[config.mk]
export PLATFORM = sky130hd
export DESIGN_NAME = scl_ratio_gen
export DESIGN_NICKNAME = d
export VERILOG_FILES = /design/src/rtl/scl_gen_pkg.sv /design/src/rtl/scl_ratio_decode.sv /design/src/rtl/scl_line_sync.sv /design/src/rtl/scl_unit_prescaler.sv /design/src/rtl/scl_ratio_gen.sv
export SDC_FILE = /design/constraint.sdc
export NUM_CORES = 1
export LEC_CHECK = 0
export CORE_AREA = 5 5 82 84
export DETAILED_ROUTE_END_ITERATION = 8
export DIE_AREA = 0 0 87 89
export SLEW_MARGIN = 20
export SYNTH_ARGS = -nofsm -noshare
export SYNTH_HDL_FRONTEND = slang
export SYNTH_HIERARCHICAL = 1
export SYNTH_SLANG_ARGS = --single-unit
[constraint.sdc]
create_clock -name clk -period 2.9 [get_ports clk]
set_clock_uncertainty 0.05 [all_clocks]
set_input_delay 0.29 -clock clk [delete_from_list [all_inputs] [get_ports clk]]
set_output_delay 0.29 -clock clk [all_outputs]
set_load 0.01 [all_outputs]
[src/rtl/scl_gen_pkg.sv]
package scl_gen_pkg;

    localparam int UNIT_W = 4;

    typedef enum logic [1:0] {
        RATIO_EVEN = 2'b00,
        RATIO_SKEW = 2'b01,
        RATIO_FAST = 2'b10,
        RATIO_RSVD = 2'b11
    } ratio_e;

    typedef enum logic [1:0] {
        ST_IDLE,
        ST_LOW,
        ST_RELEASE,
        ST_HIGH
    } phase_e;

    typedef struct packed {
        logic [UNIT_W-1:0] lo;
        logic [UNIT_W-1:0] hi;
    } phase_len_t;

endpackage

[src/rtl/scl_ratio_decode.sv]
module scl_ratio_decode
    import scl_gen_pkg::*;
#(
    parameter int EVEN_LO = 4,
    parameter int EVEN_HI = 4,
    parameter int SKEW_LO = 6,
    parameter int SKEW_HI = 3,
    parameter int FAST_LO = 11,
    parameter int FAST_HI = 3
) (
    input  logic [1:0] ratio_sel,
    output phase_len_t lens
);

    always_comb begin
        unique case (ratio_e'(ratio_sel))
            RATIO_SKEW: begin
                lens.lo = UNIT_W'(SKEW_LO);
                lens.hi = UNIT_W'(SKEW_HI);
            end
            RATIO_FAST: begin
                lens.lo = UNIT_W'(FAST_LO);
                lens.hi = UNIT_W'(FAST_HI);
            end
            RATIO_EVEN, RATIO_RSVD: begin
                lens.lo = UNIT_W'(EVEN_LO);
                lens.hi = UNIT_W'(EVEN_HI);
            end
            default: begin
                lens.lo = UNIT_W'(EVEN_LO);
                lens.hi = UNIT_W'(EVEN_HI);
            end
        endcase
    end

endmodule

[src/rtl/scl_line_sync.sv]
module scl_line_sync #(
    parameter int STAGES = 2
) (
    input  logic clk,
    input  logic rst_n,
    input  logic line_in,
    output logic line_sync
);

    logic [STAGES-1:0] pipe_q;

    always_ff @(posedge clk or negedge rst_n) begin
        if (!rst_n) begin
            pipe_q <= '1;
        end else begin
            pipe_q <= {pipe_q[STAGES-2:0], line_in};
        end
    end

    assign line_sync = pipe_q[STAGES-1];

endmodule

[src/rtl/scl_unit_prescaler.sv]
module scl_unit_prescaler #(
    parameter int DIV_W = 8
) (
    input  logic             clk,
    input  logic             rst_n,
    input  logic             run,
    input  logic [DIV_W-1:0] limit,
    output logic             tick
);

    logic [DIV_W-1:0] cnt_q;

    assign tick = run && (cnt_q == limit);

    always_ff @(posedge clk or negedge rst_n) begin
        if (!rst_n) begin
            cnt_q <= '0;
        end else if (!run || tick) begin
            cnt_q <= '0;
        end else begin
            cnt_q <= cnt_q + 1'b1;
        end
    end

endmodule

[src/rtl/scl_ratio_gen.sv]
module scl_ratio_gen
    import scl_gen_pkg::*;
#(
    parameter int DIV_W     = 8,
    parameter int SYNC_STGS = 2
) (
    input  logic             clk,
    input  logic             rst_n,
    input  logic             en,
    input  logic [1:0]       ratio_sel,
    input  logic [DIV_W-1:0] div,
    input  logic             scl_in,
    output logic             scl_drive_low,
    output logic             low_start,
    output logic             high_start,
    output logic             sample_strobe
);

    phase_e           state_q, state_d;
    phase_len_t       lens_dec, lens_q;
    logic [DIV_W-1:0] div_q;
    logic [UNIT_W-1:0] unit_q;
    logic [UNIT_W-1:0] half_hi;
    logic             scl_s;
    logic             run;
    logic             tick;
    logic             low_done;
    logic             high_done;

    scl_ratio_decode u_decode (
        .ratio_sel (ratio_sel),
        .lens      (lens_dec)
    );

    scl_line_sync #(.STAGES(SYNC_STGS)) u_sync (
        .clk       (clk),
        .rst_n     (rst_n),
        .line_in   (scl_in),
        .line_sync (scl_s)
    );

    assign run = (state_q == ST_LOW) || (state_q == ST_HIGH);

    scl_unit_prescaler #(.DIV_W(DIV_W)) u_pre (
        .clk   (clk),
        .rst_n (rst_n),
        .run   (run),
        .limit (div_q),
        .tick  (tick)
    );

    assign half_hi   = lens_q.hi >> 1;
    assign low_done  = tick && (unit_q == lens_q.lo - 1'b1);
    assign high_done = tick && (unit_q == lens_q.hi - 1'b1);

    // configuration is captured only while idle
    always_ff @(posedge clk or negedge rst_n) begin
        if (!rst_n) begin
            lens_q <= '{lo: UNIT_W'(4), hi: UNIT_W'(4)};
            div_q  <= '0;
        end else if (state_q == ST_IDLE) begin
            lens_q <= lens_dec;
            div_q  <= div;
        end
    end

    // next-state logic
    always_comb begin
        state_d = state_q;
        unique case (state_q)
            ST_IDLE:    if (en) state_d = ST_LOW;
            ST_LOW:     if (!en) state_d = ST_IDLE;
                        else if (low_done) state_d = ST_RELEASE;
            ST_RELEASE: if (!en) state_d = ST_IDLE;
                        else if (scl_s) state_d = ST_HIGH;
            ST_HIGH:    if (!en) state_d = ST_IDLE;
                        else if (high_done) state_d = ST_LOW;
            default:    state_d = ST_IDLE;
        endcase
    end

    // state register
    always_ff @(posedge clk or negedge rst_n) begin
        if (!rst_n) begin
            state_q <= ST_IDLE;
        end else begin
            state_q <= state_d;
        end
    end

    // unit counter within a phase
    always_ff @(posedge clk or negedge rst_n) begin
        if (!rst_n) begin
            unit_q <= '0;
        end else if (state_d != state_q || !run) begin
            unit_q <= '0;
        end else if (tick) begin
            unit_q <= unit_q + 1'b1;
        end
    end

    // registered outputs
    always_ff @(posedge clk or negedge rst_n) begin
        if (!rst_n) begin
            scl_drive_low <= 1'b0;
            low_start     <= 1'b0;
            high_start    <= 1'b0;
            sample_strobe <= 1'b0;
        end else begin
            scl_drive_low <= (state_d == ST_LOW);
            low_start     <= (state_d == ST_LOW) && (state_q != ST_LOW);
            high_start    <= (state_d == ST_HIGH) && (state_q != ST_HIGH);
            sample_strobe <= (state_q == ST_HIGH) && (state_d == ST_HIGH) &&
                             tick && (unit_q == half_hi - 1'b1);
        end
    end

endmodule

==> results of run 1 <==
-- stage by stage --
stage / instance area, um2 / total power, mW
final: 2310 / 1.21
after CTS: 2310 / 1.23
after global routing: 2310 / 1.28
after floorplan: 1980 / 0.687
after global placement: 2190 / 0.741
after detailed placement: 2190 / 0.743
-- sequential cells by signal, indices dropped and copies added (netlist names) --
name and cells:
lens_q 5, low_start 1, u_pre/cnt_q 8, div_q 8, half_hi 3, state_q 2
sample_strobe 1, unit_q 4, u_sync/pipe_q 2, scl_drive_low 1, high_start 1
-- cell type report --
type / instances / area [um2]
multi-input cells: 122 / 943
clock inverters: 1 / 30.0
fillers: 578 / 3540
clock buffers: 7 / 96.3
well taps: 75 / 93.8
inverters: 12 / 45.0
repair buffers: 21 / 200
flip-flops and latches: 36 / 906
-- layout by cell type, fill, tap and decap left out, types with 2 or more instances in the layout --
cell type,n
sky130_fd_sc_hd__dfrtp_1,32
sky130_fd_sc_hd__xor2_1,17
sky130_fd_sc_hd__clkdlybuf4s50_1,17
sky130_fd_sc_hd__inv_1,12
sky130_fd_sc_hd__nand2_1,12
sky130_fd_sc_hd__mux2_2,12
sky130_fd_sc_hd__xnor2_1,10
sky130_fd_sc_hd__o21ai_0,9
sky130_fd_sc_hd__ha_1,8
sky130_fd_sc_hd__a211oi_1,7
sky130_fd_sc_hd__clkbuf_8,7
sky130_fd_sc_hd__nor3_1,6
sky130_fd_sc_hd__nand4_1,5
sky130_fd_sc_hd__nand3_1,5
sky130_fd_sc_hd__or3_1,4
sky130_fd_sc_hd__nand2b_1,4
sky130_fd_sc_hd__dfstp_2,4
sky130_fd_sc_hd__buf_4,4
sky130_fd_sc_hd__o22ai_1,3
sky130_fd_sc_hd__a221oi_1,3
sky130_fd_sc_hd__nor3b_1,2
sky130_fd_sc_hd__xor2_2,2
sky130_fd_sc_hd__nor4_2,2
-- layer usage --
metal  vias up  track usage (%)  wire, um
li1        655                -         -
met1       651             14.9      1850
met2        26             14.7      1520
met3         5             2.49       142
met4         0             4.25        57
met5         -                0         0
-- how the worst min path moves through the flow --
stage | startpoint | cells after the start | endpoint | slack, ns
final | u_sync/pipe_q[0]$_DFF_PN1_ | 0 | u_sync/pipe_q[1]$_DFF_PN1_ | 0.31
after global routing | u_sync/pipe_q[0]$_DFF_PN1_ | 0 | u_sync/pipe_q[1]$_DFF_PN1_ | 0.31
after CTS | u_sync/pipe_q[0]$_DFF_PN1_ | 0 | u_sync/pipe_q[1]$_DFF_PN1_ | 0.31
after detailed placement | u_sync/pipe_q[0]$_DFF_PN1_ | 0 | u_sync/pipe_q[1]$_DFF_PN1_ | 0.30
after global placement | u_sync/pipe_q[0]$_DFF_PN1_ | 0 | u_sync/pipe_q[1]$_DFF_PN1_ | 0.30
after floorplan | rst_n | 0 | div_q[0]$_DFFE_PN0N_ | -0.06
-- kinds of logic (layout without fill, tap and decap cells) --
family,after synthesis,in the layout,share of synthesized area [%]
simple gates,46,46,13.2
compound gates,26,26,8.80
other cells,1,1,0.190
buf+inv,24,41,6.46
xor+xnor,29,29,13.6
flops,36,36,45.8
fa+ha+maj,8,8,5.06
mux,12,12,6.84
-- where the power goes --
part	total (mW)	switching, mW	leakage (nW)	internal (mW)
Clock	0.478	0.175	0.0645	0.303
Combinational	0.168	0.0823	0.459	0.0852
Sequential	0.566	0.0295	0.453	0.536
-- worst max-delay path, stage by stage (launching register included) --
cell,delay (ns)
sky130_fd_sc_hd__dfrtp_1,0.47
sky130_fd_sc_hd__xor2_2,0.18
sky130_fd_sc_hd__nor4_2,0.29
sky130_fd_sc_hd__and3_1,0.38
sky130_fd_sc_hd__nand4_1,0.15
sky130_fd_sc_hd__nor3_1,0.58
sky130_fd_sc_hd__o32ai_1,0.20
==> metrics.log, run 1 <==
INFO  metric grt_start_max_net_pins = 37
INFO  metric timing.final.max_slew_violations = 0
INFO  metric track_usage = 10.3%
INFO  metric placement.io_buffers = 17
INFO  metric async_flop_share = 100%
INFO  metric drt-pass1-iter-count = 4
INFO  metric cts_root_buf = sky130_fd_sc_hd__clkbuf_8
INFO  metric antenna_left = 0
INFO  metric detailedPlace.worstSlack = around 0.47 ns
INFO  metric synth.lib_cells_used.distinct = 35
INFO  metric dr_total_vias = about 1300
INFO  metric fraction_of_post_synthesis_cell_area_in_the_top_cell_type_by_area = around 41%
INFO  metric clock_tree.htree_level_count = 2
INFO  metric grt_first_pass_wirelength = between 6000 and 7000 um
INFO  metric timing.hold.ws = slightly above 0.3 ns
INFO  metric crit_path_start = u_pre/cnt_q[3]$_DFF_PN0_
INFO  metric cts.sinks = 36
INFO  metric area_growth = 17.1%
INFO  metric criticalPathCategory = reg2reg
INFO  metric timing.critical_path.fanout_max = 8
INFO  metric synthCells = about 180
INFO  metric critPathArrivalTime = roughly 2.5 ns
INFO  metric core.rowCount = 28
INFO  metric unrepaired_setup_endpoints_after_global_routing = no
INFO  metric required_time_at_the_endpoint_of_the_critical_path = around 3 ns
INFO  metric post_synth_instance_area = between 0.0015 and 0.002 mm2
INFO  metric ys.warnings.count = 6
INFO  metric tritoncts = built
INFO  metric power.density = 523 mW/mm2
INFO  metric p_leak = 0.976 nW
INFO  metric ir_worst_vdd = roughly 0.32 mV
INFO  metric post-route-drc-count = 0
INFO  metric worstSetupEndpointType = register
INFO  metric setup_viol = 0
INFO  metric timing.reg2reg.worst_path_depth = 6
INFO  metric crit_path_end = unit_q[2]$_DFFE_PN0P_
INFO  metric place_congestion = ~0.79
INFO  metric postCtsResizedCells = 0
INFO  metric cts-hold-fix-buffers = 0
INFO  metric kind_of_launch_point_of_the_worst_setup_path = register
INFO  metric finalCriticalPeriod = 2.44 ns
INFO  metric synthDominantAreaCellType = sky130_fd_sc_hd__dfrtp_1
INFO  metric route.detailed.wl_per_inst = roughly 13 um
INFO  metric run_status = finished clean
INFO  metric post-route-util = just under 40%
INFO  metric synth_ff_type = sky130_fd_sc_hd__dfrtp_1
INFO  metric core_region_area = a little under 0.006 mm2
INFO  metric hpwlAfterDp = 2650 um
INFO  metric syn_avg_cell_area = 10.9 um2
INFO  metric die_height = 89 um
INFO  metric synthesis.nets = between 200 and 250
INFO  metric post_cts.repair.setup_buffers = 0
INFO  metric max-cap-violations = 0
INFO  metric synth-edff-count = 0
INFO  metric diodes = 0
INFO  metric start_util = between 30% and 40%
INFO  metric dr.first_iter.drc_count = 57
INFO  metric grt.overflow.total = 0
INFO  metric timing_hold_violations_final = 0
INFO  metric setup_slack = 0.461 ns
INFO  metric hold_path.class = reg2reg
INFO  metric drive_gt1_share = ~17%
INFO  metric cts-root-to-sink-buffers = 2
INFO  metric period_share = a little over four fifths
INFO  metric yosys_register_bits = 36
INFO  metric yosys.cell_count.top_type = sky130_fd_sc_hd__dfrtp_1
INFO  metric fin_nets = 220
INFO  metric vias_per_cell = roughly 5
INFO  metric dieArea = roughly 0.0077 mm2
INFO  metric fin_setup_tns = 0 ns
INFO  metric synth_top_cells_by_count = sky130_fd_sc_hd__dfrtp_1, sky130_fd_sc_hd__xor2_1, sky130_fd_sc_hd__inv_1, sky130_fd_sc_hd__mux2_2, sky130_fd_sc_hd__nand2_1
INFO  metric worst_r2r_src = u_pre/cnt_q[3]$_DFF_PN0_
INFO  metric ys_seq_area_share = a little under half
INFO  metric netlist_top_cells_area = sky130_fd_sc_hd__dfrtp_1, sky130_fd_sc_hd__xor2_1, sky130_fd_sc_hd__mux2_2, sky130_fd_sc_hd__dfstp_2, sky130_fd_sc_hd__ha_1
INFO  metric totalWireLength = between 3000 and 4000 um
INFO  metric number_of_top_level_design_ports = 18
INFO  metric setup.reg_to_reg.worst_slack = between 0.4 and 0.5 ns
INFO  metric tightest_pin_transition = between 0.6 and 0.7 ns
INFO  metric worst_slew_margin_rel = between 50% and 60%
INFO  metric max_freq = ~0.41 GHz
INFO  metric cts_inserted_buffers = 5
INFO  metric antenna_found_initial = 0
INFO  metric clk_pin_slew_worst_paths = 0.07 ns
INFO  metric fin_cells = about 270
INFO  metric dpl.cell_count = around 270
INFO  metric worst_skew_pair.late_latency = 0.28 ns
INFO  metric horizontal_die_dimension = between 80 and 90 um
INFO  metric grt_pass1_vias = 1282
INFO  metric r2r-end = unit_q[2]$_DFFE_PN0P_
(Power assumes the default switching activity.)
==> run 2, diff against run 1 <==
Clock period 2.9 ns to 2.1 ns, I/O delays scaled along.
==> run 2 against run 1 <==
Sequential cell count is the same. First-iteration DRC count grew 89%. Via count shrank 0.90%. Critical endpoint is now scl_drive_low$_DFF_PN0_.
==> metrics.log, run 2 (synthesis gave the netlist of run 1 again) <==
INFO  metric run_status = finished clean
INFO  metric finish.instance_area = 0.00236 mm2
INFO  metric area_growth = 19.3%
INFO  metric detailed_place.area = 0.00226 mm2
INFO  metric timing.final.max_slew_violations = 0
INFO  metric post-route-drc-count = 0
INFO  metric worstSetupEndpointType = register
INFO  metric place_congestion = between 0.8 and 0.9
INFO  metric seqPwrFrac = 51.2%
INFO  metric switchingPower = 0.387 mW
INFO  metric drt-pass1-iter-count = 4
INFO  metric hold_path.class = in2reg
INFO  metric dpl.cell_count = approximately 270
INFO  metric slowest_delay = about 0.56 ns
INFO  metric critPathArrivalTime = 2.13 ns
INFO  metric seq_area = ~910 um2
INFO  metric worst-path-buf-inv = 1
INFO  metric vias_per_cell = between 4 and 5
INFO  metric grt_first_pass_wirelength = around 6500 um
INFO  metric grt.overflow.total = 0
INFO  metric dieArea = 0.00774 mm2
INFO  metric timing_hold_violations_final = 0
INFO  metric unrepaired_setup_endpoints_after_global_routing = no
INFO  metric worst_skew_pair.late_latency = roughly 0.28 ns
INFO  metric finalCriticalPeriod = about 2 ns
INFO  metric max-cap-violations = 0
INFO  metric final_common_cell = sky130_fd_sc_hd__dfrtp_1
INFO  metric dr_total_vias = 1325
INFO  metric crit_path_cell_trace = inv_1, ha_1, a21boi_0, xnor2_1, or3_1, a211oi_2
INFO  metric diodes = 0
INFO  metric dr.first_iter.drc_count = roughly 110
INFO  metric setup_slack = around 0.11 ns
INFO  metric power.density = around 640 mW/mm2
INFO  metric route.detailed.wl_per_inst = roughly 13 um
INFO  metric cts-hold-fix-buffers = 0
INFO  metric max_freq = 0.502 GHz
INFO  metric setup_viol = 0
INFO  metric clk_pin_slew_worst_paths = 0.07 ns
INFO  metric cts.sinks = 36
INFO  metric post-layout-total-power = roughly 1.5 mW
INFO  metric grt_start_max_net_pins = 37
INFO  metric timing.critical_path.fanout_max = 4
INFO  metric hpwlAfterDp = ~2600 um
INFO  metric antenna_left = 0
INFO  metric crit_family = flip-flops
INFO  metric kind_of_launch_point_of_the_worst_setup_path = register
INFO  metric ir_worst_vdd = around 0.36 mV
INFO  metric antenna_found_initial = 0
INFO  metric filler_cell_count = 568
INFO  metric core.rowCount = 28
INFO  metric number_of_top_level_design_ports = 18
INFO  metric fin_nets = between 200 and 250
INFO  metric horizontal_die_dimension = about 87 um
INFO  metric area_used_by_multi_input_combinational_logic = around 970 um2
INFO  metric cts_inserted_buffers = 5
INFO  metric tritoncts = built
INFO  metric cp_slowest_cell = sky130_fd_sc_hd__dfstp_2
INFO  metric totalWireLength = roughly 3600 um
INFO  metric fin_cells = 281
INFO  metric cts_root_buf = sky130_fd_sc_hd__clkbuf_8
INFO  metric track_usage = between 10 and 15%
INFO  metric period_share = between 90 and 100%
INFO  metric drive_gt1_share = 19.4%
INFO  metric core_region_area = ~0.0059 mm2
INFO  metric internal-power = between 1 and 1.5 mW
INFO  metric start_util = roughly a third
INFO  metric p_leak = roughly 1.0 nW
INFO  metric grt_pass1_vias = between 1000 and 1500
INFO  metric combinationalPowerShare = between 10% and 20%
INFO  metric required_time_at_the_endpoint_of_the_critical_path = around 2.2 ns
INFO  metric mostFrequentLayoutCells = sky130_fd_sc_hd__dfrtp_1, sky130_fd_sc_hd__xor2_1, sky130_fd_sc_hd__clkdlybuf4s50_1
INFO  metric clock_tree.htree_level_count = 2
INFO  metric die_height = about 90 um
INFO  metric placement.io_buffers = 17
INFO  metric largestRegisters = div_q: 8 flops, u_pre/cnt_q: 8 flops, lens_q: 5 flops
INFO  metric power.share.clock = about a third
INFO  metric detailedPlace.worstSlack = between 0.07 and 0.08 ns
INFO  metric cts-root-to-sink-buffers = 2
INFO  metric criticalPathCategory = reg2reg
INFO  metric swShare = 25.5%
-- run 2: final timing paths --
path / start / endpoint / slack, ns / cells past startpoint
max reg2reg: half_hi[1]$_DFFE_PN1N_ / scl_drive_low$_DFF_PN0_ / 0.11 / 6
min reg2reg: u_sync/pipe_q[0]$_DFF_PN1_ / u_sync/pipe_q[1]$_DFF_PN1_ / 0.31 / 0
max: half_hi[1]$_DFFE_PN1N_ / scl_drive_low$_DFF_PN0_ / 0.11 / 6
min: scl_in / u_sync/pipe_q[0]$_DFF_PN1_ / 0.30 / 1
min in group asynchronous: rst_n / lens_q[4]$_DFFE_PN0N_ / 0.31 / 2
max in group asynchronous: rst_n / u_sync/pipe_q[0]$_DFF_PN1_ / 1.35 / 2
-- run 2: stage by stage --
step           utilization, %  setup TNS, ns  hold slack, ns
6_report                 40.3              0           0.301
4_1_cts                  40.2              0           0.301
3_3_place_gp             38.7              0           0.298
3_5_place_dp             38.7              0           0.301
2_1_floorplan               -         -0.334          -0.136
5_1_grt                  40.3              0           0.299
-- run 2: what timing repair did --
item | in CTS | in global routing
resized for setup | 0 | 1
setup endpoints to repair | 0 | 1
buffers inserted | 0 | 0
-- run 2: power by group through the flow --
stage               combinational (mW)  clock [mW]  sequential, mW
CTS                              0.254       0.509           0.778
finish                           0.251       0.490           0.778
global placement                 0.249           0           0.789
detailed placement               0.252           0           0.791
floorplan                        0.176           0           0.784
global route                     0.288       0.539           0.785
-- run 2: layout make-up --
| cell class | instances | share of cell area (%) |
|---|---|---|
| Timing Repair Buffer | 28 | 10.7 |
| Multi-Input combinational cell | 122 | 41.2 |
| Tap cell | 75 | 3.98 |
| Clock buffer | 8 | 3.82 |
| Sequential cell | 36 | 38.4 |
| Inverter | 12 | 1.91 |
-- run 2: metal layers --
metal | GRT usage [%] | vias to the layer above | wire (um)
met1 | 15.3 | 627 | 1890
met4 | 4.67 | 0 | 44
li1 | - | 673 | -
met2 | 15.6 | 20 | 1550
met3 | 2.21 | 5 | 129
met5 | 0 | - | 0
==> run 3, diff against run 2 <==
Settings changed: CORE_AREA 5 5 82 84 to 5 5 69 71, DIE_AREA 0 0 87 89 to 0 0 74 76, PLACE_DENSITY set to 0.72.
==> run 3 against run 2 <==
Maximum frequency shrank 2.0%. Critical path type unchanged. Die area down 27%. Largest power group unchanged. Clock-buffer cell count fell by 2.
==> metrics.log, run 3 (synthesis gave the netlist of run 1 again) <==
INFO  metric run_status = finished clean
INFO  metric finalCriticalPeriod = just over 2 ns
INFO  metric max_freq = between 0.4 and 0.5 GHz
INFO  metric ir_worst_vdd = roughly 0.28 mV
INFO  metric vias_per_cell = about 5.3
INFO  metric hpwlAfterDp = around 2800 um
INFO  metric critPathArrivalTime = around 2.2 ns
INFO  metric seqPwrFrac = between 50% and 60%
INFO  metric grt_pass1_vias = 1361
INFO  metric fin_setup_tns = 0 ns
INFO  metric period_share = between 90 and 100%
INFO  metric combinationalPowerShare = between 15 and 20%
INFO  metric cp_slowest_cell = sky130_fd_sc_hd__dfrtp_2
INFO  metric unrepaired_setup_endpoints_after_global_routing = yes
INFO  metric crit_path_cell_trace = xor2_2, nor4_4, and3_4, buf_4, nand4_1, xnor2_2, nand2b_1, o22ai_2
INFO  metric core.rowCount = 24
INFO  metric switchingPower = ~0.41 mW
INFO  metric setup_viol = 0
INFO  metric p_leak = about 1 nW
INFO  metric cts_root_buf = sky130_fd_sc_hd__clkbuf_8
INFO  metric worst_skew_pair.late_latency = about 0.29 ns
INFO  metric fin_nets = roughly 230
INFO  metric area_growth = 20.4%
INFO  metric timing.critical_path.fanout_max = 7
INFO  metric horizontal_die_dimension = 74 um
INFO  metric timing_hold_violations_final = 0
INFO  metric worstSetupEndpointType = register
INFO  metric drive_gt1_share = 24.3%
INFO  metric power.density = 651 mW/mm2
INFO  metric diodes = 0
INFO  metric required_time_at_the_endpoint_of_the_critical_path = between 2 and 2.5 ns
INFO  metric tritoncts = built
INFO  metric track_usage = 14.8%
INFO  metric start_util = roughly 47%
INFO  metric detailed_place.area = about 0.0022 mm2
INFO  metric placement.io_buffers = 17
INFO  metric place_congestion = around 0.8
INFO  metric drt-pass1-iter-count = 4
INFO  metric cts_inserted_buffers = 5
INFO  metric mostFrequentLayoutCells = sky130_fd_sc_hd__dfrtp_1, sky130_fd_sc_hd__xor2_1, sky130_fd_sc_hd__clkdlybuf4s50_1
INFO  metric cts.sinks = 36
INFO  metric dr_total_vias = ~1400
INFO  metric post-route-drc-count = 0
INFO  metric route.detailed.wl_per_inst = 14.4 um
INFO  metric dieArea = 0.00562 mm2
INFO  metric timing.hold.ws = about 0.27 ns
INFO  metric timing.final.max_slew_violations = 0
INFO  metric dr.first_iter.drc_count = about 110
INFO  metric kind_of_launch_point_of_the_worst_setup_path = register
INFO  metric power.share.clock = 32.8%
INFO  metric antenna_left = 0
INFO  metric totalWireLength = 3780 um
INFO  metric filler_cell_count = roughly 350
INFO  metric timing.reg2reg.worst_path_depth = 8
INFO  metric finish.instance_area = roughly 0.0024 mm2
INFO  metric cts-root-to-sink-buffers = 2
INFO  metric slowest_delay = roughly 0.44 ns
INFO  metric die_height = approximately 76 um
INFO  metric core_region_area = 0.00417 mm2
INFO  metric grt_first_pass_wirelength = 6430 um
INFO  metric worst-path-buf-inv = 1
INFO  metric final_common_cell = sky130_fd_sc_hd__dfrtp_1
INFO  metric criticalPathCategory = reg2reg
INFO  metric hold_path.class = in2reg
INFO  metric clock_tree.htree_level_count = 2
INFO  metric antenna_found_initial = 0
INFO  metric largestRegisters = div_q: 8 flops, u_pre/cnt_q: 8 flops, lens_q: 5 flops
INFO  metric grt.overflow.total = 0
INFO  metric path_depth = 8
INFO  metric internal-power = roughly 1.1 mW
INFO  metric crit_family = simple AND/OR/NAND/NOR gates
INFO  metric hold_path_depth = 1
INFO  metric clk_pin_slew_worst_paths = 0.08 ns
INFO  metric cts-hold-fix-buffers = 0
INFO  metric swShare = approximately 27%
INFO  metric grt_start_max_net_pins = 37
INFO  metric number_of_top_level_design_ports = 18
INFO  metric max-cap-violations = 0
run 3: path summary, 6_finish.rpt:
kind	slack, ns	start	to
max	0.07	u_pre/cnt_q[3]$_DFF_PN0_	unit_q[3]$_DFFE_PN0P_
max reg2reg	0.07	u_pre/cnt_q[3]$_DFF_PN0_	unit_q[3]$_DFFE_PN0P_
min in group asynchronous	0.28	rst_n	unit_q[3]$_DFFE_PN0P_
max in group asynchronous	1.37	rst_n	lens_q[6]$_DFFE_PN1N_
min reg2reg	0.32	u_sync/pipe_q[0]$_DFF_PN1_	u_sync/pipe_q[1]$_DFF_PN1_
min	0.27	scl_in	u_sync/pipe_q[0]$_DFF_PN1_
run 3: what timing repair did:
| item | in CTS | in global routing |
|---|---|---|
| buffers inserted | 0 | 7 |
| resized for setup | 0 | 6 |
| endpoints found under the setup margin | 0 | 2 |
run 3: metal layers:
metal	up-vias	track usage, %	share of wire, %
met5	-	0	0
met4	0	6.34	2.1
met3	9	4.49	4.6
met2	31	22.0	48
met1	669	19.6	46
li1	677	-	-
run 3: metrics by stage:
stage | std cells | util (%) | setup slack (ns) | total power [mW]
3_3_place_gp | 247 | 53.0 | 0.157 | 1.03
5_1_grt | 262 | 57.0 | -0.0323 | 1.64
2_1_floorplan | 182 | - | -0.0961 | 0.960
6_report | 262 | 57.0 | 0.0702 | 1.55
3_5_place_dp | 247 | 53.0 | 0.0466 | 1.05
4_1_cts | 255 | 55.2 | 0.0173 | 1.56
run 3: final cells by class:
| type | count | area [um2] | share of cell area, % |
|---|---|---|---|
| Clock buffer | 6 | 82.6 | 3.47 |
| Tap cell | 52 | 65.1 | 2.73 |
| Multi-Input combinational cell | 122 | 985 | 41.4 |
| Inverter | 12 | 45.0 | 1.89 |
| Timing Repair Buffer | 32 | 283 | 11.9 |
| Sequential cell | 36 | 910 | 38.2 |
| Clock inverter | 2 | 10.0 | 0.421 |
run 3: worst register-to-register path, cell delays in order, from the launching register on:
cell and delay (ns):
sky130_fd_sc_hd__dfrtp_2 0.44, sky130_fd_sc_hd__xor2_2 0.17, sky130_fd_sc_hd__nor4_4 0.30, sky130_fd_sc_hd__and3_4 0.23, sky130_fd_sc_hd__buf_4 0.14, sky130_fd_sc_hd__nand4_1 0.16, sky130_fd_sc_hd__xnor2_2 0.23, sky130_fd_sc_hd__nand2b_1 0.09
sky130_fd_sc_hd__o22ai_2 0.15
run 3: power by group through the flow:
stage / registers (mW) / logic [mW] / clock network [mW]
after CTS: 0.779 / 0.255 / 0.522
after floorplan: 0.784 / 0.176 / 0
after global placement: 0.789 / 0.245 / 0
after global routing: 0.784 / 0.295 / 0.557
after detailed placement: 0.792 / 0.254 / 0
final: 0.777 / 0.264 / 0.508
